$ cat config.mk
export PLATFORM = sky130hd
export DESIGN_NAME = cke_suspend_ctrl
export DESIGN_NICKNAME = d
export VERILOG_FILES = /design/src/rtl/cke_susp_pkg.sv /design/src/rtl/cke_susp_seq.sv /design/src/rtl/burst_beat_ctr.sv /design/src/rtl/rd_capture_pipe.sv /design/src/rtl/cke_suspend_ctrl.sv
export SDC_FILE = /design/constraint.sdc
export NUM_CORES = 1
export LEC_CHECK = 0
export ABC_AREA = 1
export BUFFER_PORTS_ARGS = -buffer_cell sky130_fd_sc_hd__buf_2
export CORE_MARGIN = 1
export CORE_UTILIZATION = 50
export CTS_CLUSTER_DIAMETER = 150
export DETAILED_ROUTE_END_ITERATION = 8
export PLACE_DENSITY = 0.7
export RECOVER_POWER = 50
export SLEW_MARGIN = 10
export SYNTH_ARGS = -nofsm -noshare
export SYNTH_HDL_FRONTEND = slang
export SYNTH_SLANG_ARGS = --single-unit
$ cat constraint.sdc
create_clock -name clk -period 1.75 [get_ports clk]
set_input_delay 0.35 -clock clk [delete_from_list [all_inputs] [get_ports clk]]
set_output_delay 0.35 -clock clk [all_outputs]
set_load 0.005 [all_outputs]
$ cat src/rtl/cke_susp_pkg.sv
package cke_susp_pkg;
  // Direction carried by a burst request.
  typedef enum logic {
    DIR_READ  = 1'b0,
    DIR_WRITE = 1'b1
  } burst_dir_e;

  // Counter width able to hold values 0..max_val, never below one bit.
  function automatic int cnt_width(input int max_val);
    return (max_val < 1) ? 1 : $clog2(max_val + 1);
  endfunction
endpackage

$ cat src/rtl/cke_susp_seq.sv
module cke_susp_seq
  import cke_susp_pkg::*;
#(
  parameter int TCKA     = 2,
  parameter int SUSP_MAX = 1200
) (
  input  logic clk,
  input  logic rst_n,
  input  logic busy,
  input  logic susp_req,
  output logic cke,
  output logic lock,
  output logic recovering
);
  localparam int SW = cnt_width(SUSP_MAX);
  localparam int RW = cnt_width(TCKA);

  logic [SW-1:0] low_cnt;
  logic [RW-1:0] rec_cnt;
  logic          at_limit;
  logic          cke_nxt;

  // Last allowed low cycle before refresh must be given room.
  assign at_limit = !cke && (low_cnt == SW'(SUSP_MAX - 1));

  always_comb begin
    if (!cke) cke_nxt = !(susp_req && !at_limit);
    else      cke_nxt = !(busy && susp_req && !lock);
  end

  always_ff @(posedge clk) begin
    if (!rst_n) begin
      cke     <= 1'b1;
      low_cnt <= '0;
      lock    <= 1'b0;
      rec_cnt <= '0;
    end else begin
      cke <= cke_nxt;

      if (cke) low_cnt <= '0;
      else     low_cnt <= low_cnt + SW'(1);

      if (!cke && susp_req && at_limit) lock <= 1'b1;
      else if (!busy)                   lock <= 1'b0;

      if (!cke && cke_nxt)    rec_cnt <= RW'(TCKA);
      else if (rec_cnt != '0) rec_cnt <= rec_cnt - RW'(1);
    end
  end

  assign recovering = (rec_cnt != '0);
endmodule

$ cat src/rtl/burst_beat_ctr.sv
module burst_beat_ctr
  import cke_susp_pkg::*;
#(
  parameter int BL = 4
) (
  input  logic clk,
  input  logic rst_n,
  input  logic start,
  input  logic start_wr,
  input  logic run,
  output logic beat_en,
  output logic rd_beat,
  output logic active
);
  localparam int BW = cnt_width(BL);

  logic [BW-1:0] left;
  burst_dir_e    dir;

  always_ff @(posedge clk) begin
    if (!rst_n) begin
      left <= '0;
      dir  <= DIR_READ;
    end else if (start) begin
      left <= BW'(BL);
      dir  <= start_wr ? DIR_WRITE : DIR_READ;
    end else if (run && left != '0) begin
      left <= left - BW'(1);
    end
  end

  assign active  = (left != '0);
  assign beat_en = run && active;
  assign rd_beat = beat_en && (dir == DIR_READ);
endmodule

$ cat src/rtl/rd_capture_pipe.sv
module rd_capture_pipe #(
  parameter int CL = 2
) (
  input  logic clk,
  input  logic rst_n,
  input  logic rd_beat,
  input  logic run,
  output logic capture,
  output logic pending
);
  logic [CL-1:0] stage;

  // Stages advance only on cycles where the device clock runs.
  always_ff @(posedge clk) begin
    if (!rst_n) begin
      stage <= '0;
    end else if (run) begin
      stage[0] <= rd_beat;
      for (int k = 1; k < CL; k++) stage[k] <= stage[k-1];
    end
  end

  assign capture = run && stage[CL-1];
  assign pending = |stage;
endmodule

$ cat src/rtl/cke_suspend_ctrl.sv
module cke_suspend_ctrl #(
  parameter int CL       = 2,
  parameter int BL       = 4,
  parameter int TCKA     = 2,
  parameter int SUSP_MAX = 1200
) (
  input  logic clk,
  input  logic rst_n,
  input  logic burst_valid,
  input  logic burst_write,
  output logic burst_ready,
  input  logic susp_req,
  output logic sdram_cke,
  output logic beat_en,
  output logic rd_capture,
  output logic timeout_flag
);
  logic busy, beat_active, tail_pending, recovering, rd_beat, start;

  assign busy        = beat_active || tail_pending;
  assign burst_ready = !busy && sdram_cke && !recovering;
  assign start       = burst_valid && burst_ready;

  cke_susp_seq #(.TCKA(TCKA), .SUSP_MAX(SUSP_MAX)) i_seq (
    .clk(clk), .rst_n(rst_n), .busy(busy), .susp_req(susp_req),
    .cke(sdram_cke), .lock(timeout_flag), .recovering(recovering)
  );

  burst_beat_ctr #(.BL(BL)) i_beats (
    .clk(clk), .rst_n(rst_n), .start(start), .start_wr(burst_write),
    .run(sdram_cke), .beat_en(beat_en), .rd_beat(rd_beat),
    .active(beat_active)
  );

  rd_capture_pipe #(.CL(CL)) i_pipe (
    .clk(clk), .rst_n(rst_n), .rd_beat(rd_beat), .run(sdram_cke),
    .capture(rd_capture), .pending(tail_pending)
  );
endmodule

==> impl_metrics.csv <==
group,metric,value,unit
timing,finalClockSkew,0.00461,ns
layout,stdcell_area,0.00113,mm^2
grt,track_usage,0.182,
synthesis,ys.flop_type,"dfxtp_1",
clocking,cts_tree,"done",
placement,preCtsSetupSlack,0.218,ns
clocking,root_buffer,"clkbuf_4",
run,maxCapViolCount,0,
worst_setup_path,cp-end-kind,"primary output",
pwr,p_leak,0.468,nW
layout,multi_input_comb_area,449,um^2
synthesis,synthTopCellsByCount,"nand2_1, dfxtp_1, nor2_1, inv_1, a21oi_1",
layout,fillCellCount,163,
timing,tightestPinTransition,0.476,ns
synthesis,syn_avg_cell_area,7.20,um^2
routing,dr.pass1.iters,4,
worst_setup_path,crit_family,"simple AND/OR/NAND/NOR gates",
clocking,postCtsHoldBufs,0,
die,pin_count,10,
synthesis,synth_compound_area_frac,0.111,
grt,grt_pass1_wl,2.59,mm
worst_hold_path,min_from,"burst_write",
synthesis,synthCells,128,
synthesis,synth_area,922,um^2
worst_setup_path,crit_path_max_incr_delay,0.34,ns
worst_setup_path,worst-path-buf-inv,2,
worst_setup_path,crit_path_max_fanout,2,
synthesis,synthMuxAreaShare,0,
worst_hold_path,min_path_type,"in -> reg",
synthesis,syn_nets,136,
routing,drt-initial-drc-count,10,
routing,drt-total-wl,1.65,mm
routing,vias_per_cell,4.64,
clocking,cts.clk_slew.worst_paths,0.12,ns
pwr,ir_worst_vdd,0.820,mV
worst_setup_path,crit_chain,"inv_2, ha_4, nand2_4, nor2_4, nand2_2, nor4_1, buf_2",
routing,vias,817,
grt,grt_max_degree,13,
synthesis,synth_top_family_by_area,"simple AND/OR/NAND/NOR gates",
clocking,cts.sinks,21,
synthesis,yosysWarnings,0,
synthesis,synth_area_leaders,"dfxtp_1, nand2_1, nor2_1, inv_1, a21oi_1",
clocking,insertion_delay,0.30,ns
layout,drive_above_1_share,0.232,
synthesis,synth.distinct_cells,20,
synthesis,synth_top_area_cell,"dfxtp_1",
pwr,power_density,1420,mW/mm^2
placement,io_buffers,9,
worst_setup_path,cp-start-kind,"flip-flop",
routing,drc,0,
worst_setup_path,path_class,"reg -> out",
worst_setup_path,reg2reg_slack,0.12,ns
die,dieHeight,44.9,um
timing,max-slew-margin-rel,0.681,
die,fp-row-count,15,
placement,placed_area,998,um^2
timing,timing.final.ws_setup,0.0363,ns
synthesis,ys_seq_area_frac,0.456,
layout,insertedDiodeCount,0,
routing,wl_per_cell,9.40,um
run_status,status,"completed",
grt,grt_pass1_vias,648,
die,die_area,0.00202,mm^2
synthesis,synthSimpleGateAreaFrac,0.301,
pwr,power,0.00160,W
worst_setup_path,reg2regPathDepth,12,
worst_hold_path,worstHoldEndpoint,"i_beats.dir",
timing,slew_viol_final,0,
timing,hold_viol,0,
layout,nNetsFinal,160,
routing,ant_nets,0,
placement,finalWeightedCongestion,0.767,
timing,rsz0062_at_grt,"yes",
die,initial_core_util,0.534,
worst_setup_path,cp.required,1.40,ns
clocking,clockBufferDepth,2,
synthesis,synthArstFlopShare,0,
timing,setup_viol,0,
worst_setup_path,crit_arrival,1.36,ns
placement,placedCellCount,162,
timing,fin_crit,1.71,ns
worst_setup_path,timing.rr.end,"i_beats.left[1]",
synthesis,synth_top_area_frac,0.456,
worst_setup_path,cpMaxStageDelayCell,"dfxtp_2",
layout,areaGrowthSynthToFinish,22.1,%
grt,antenna_found_initial,0,
grt,grt-ovfl-total,0,
synthesis,synth_xor_area_frac,0.00950,
worst_setup_path,regToRegStartpoint,"i_beats.left[1]",
placement,hpwl,1.17,mm
synthesis,yosys.area_share.adder,0.0407,
clocking,htreeDepth,1,
die,core_region_area,0.00173,mm^2
die,die_w,44.9,um
timing,fin_crit_sh,0.979,
synthesis,ys_seq_elements,21,
layout,seq_area,424,um^2
layout,stdcell_count,176,
synthesis,synth_edf_count,0,
synthesis,yosysMostFrequentCell,"nand2_1",
worst_hold_path,hold_depth,3,
clocking,numCtsBuffers,3,
timing,fmax,584,MHz
[final cells by class]
type | instances | share of cell area
tap | 25 | 0.0278
clock buffer | 3 | 0.0200
timing repair buffer | 19 | 0.106
multi-input combinational | 87 | 0.399
clock inverter | 1 | 0.00444
inverter | 20 | 0.0667
sequential | 21 | 0.377
[worst min-delay path: cells and delay by family]
kind | cells | cell delay, ns
AND/OR/NAND/NOR | 2 | 0.11
buffers and inverters | 1 | 0.08
[cells in the final DEF, fill, tap and decap left out]
cell and n:
o21ai_0 5, dfxtp_1 18, nor2_4 1, inv_1 16
a21oi_1 11, clkinv_2 1, clkbuf_4 3, a31oi_1 1
nand4_2 1, clkbuf_1 1, buf_2 8, nand2_2 1
o21bai_1 1, buf_4 10, nand3_1 5, nor3_1 1
ha_1 2, xor2_1 1, nor3_2 1, nand2_4 1
nand2_1 29, o32ai_1 1, ha_4 1, nor2_1 21
or2_0 1, nand4_1 1, inv_2 4, nor4_1 1
dfxtp_2 3
[power by group]
group	internal (W)	total (W)	switching (W)
clock	0.0000852	0.000229	0.000144
combinational	0.000399	0.000757	0.000358
sequential	0.000557	0.000611	0.0000542
[registers in the layout (all words and copies together) (netlist names)]
| name | flops |
|---|---|
| i_pipe.stage | 2 |
| i_seq.cke | 1 |
| i_beats.dir | 1 |
| i_seq.lock | 1 |
| i_seq.low_cnt | 11 |
| i_seq.rec_cnt | 2 |
| i_beats.left | 3 |
[logic make-up (layout without fill, tap and decap cells)]
logic type | after synthesis | in the layout
flops | 21 | 21
buf+inv | 20 | 43
simple gates | 64 | 64
xor+xnor | 1 | 1
compound gates | 19 | 19
fa+ha+maj | 3 | 3
[per-stage QoR]
stage	setup TNS [ns]	hold WS, ns	utilization
final	0	0.264	0.652
after global routing	-0.0233	0.257	0.652
after CTS	-0.0851	0.255	0.648
after detailed placement	0	0.443	0.578
after global placement	0	0.434	0.578
after floorplan	0	0.418	-
[per-layer routing]
layer / vias up / wire length, um / global-route usage
li1: 447 / - / -
met1: 359 / 805 / 0.228
met2: 7 / 788 / 0.287
met3: 4 / 32 / 0.0360
met4: 0 / 27 / 0.109
met5: - / 0 / 0
[what timing repair did]
action	CTS	global route
endpoints found under the setup margin	1	1
gates resized for setup	11	1
buffers inserted	8	2
endpoints found under the hold margin	0	0
pin swaps	4	2
[worst max path at each step]
stage / from / to / slack [ns] / depth (start not counted)
after floorplan: i_beats.left[0] / burst_ready / 0.39 / 6
after global placement: i_beats.left[0] / burst_ready / 0.26 / 7
after global routing: i_beats.left[1] / burst_ready / -0.02 / 7
after CTS: i_beats.left[1] / burst_ready / -0.09 / 7
after detailed placement: i_beats.left[0] / burst_ready / 0.22 / 7
final: i_beats.left[1] / burst_ready / 0.04 / 7
(Power assumes the default switching activity.)
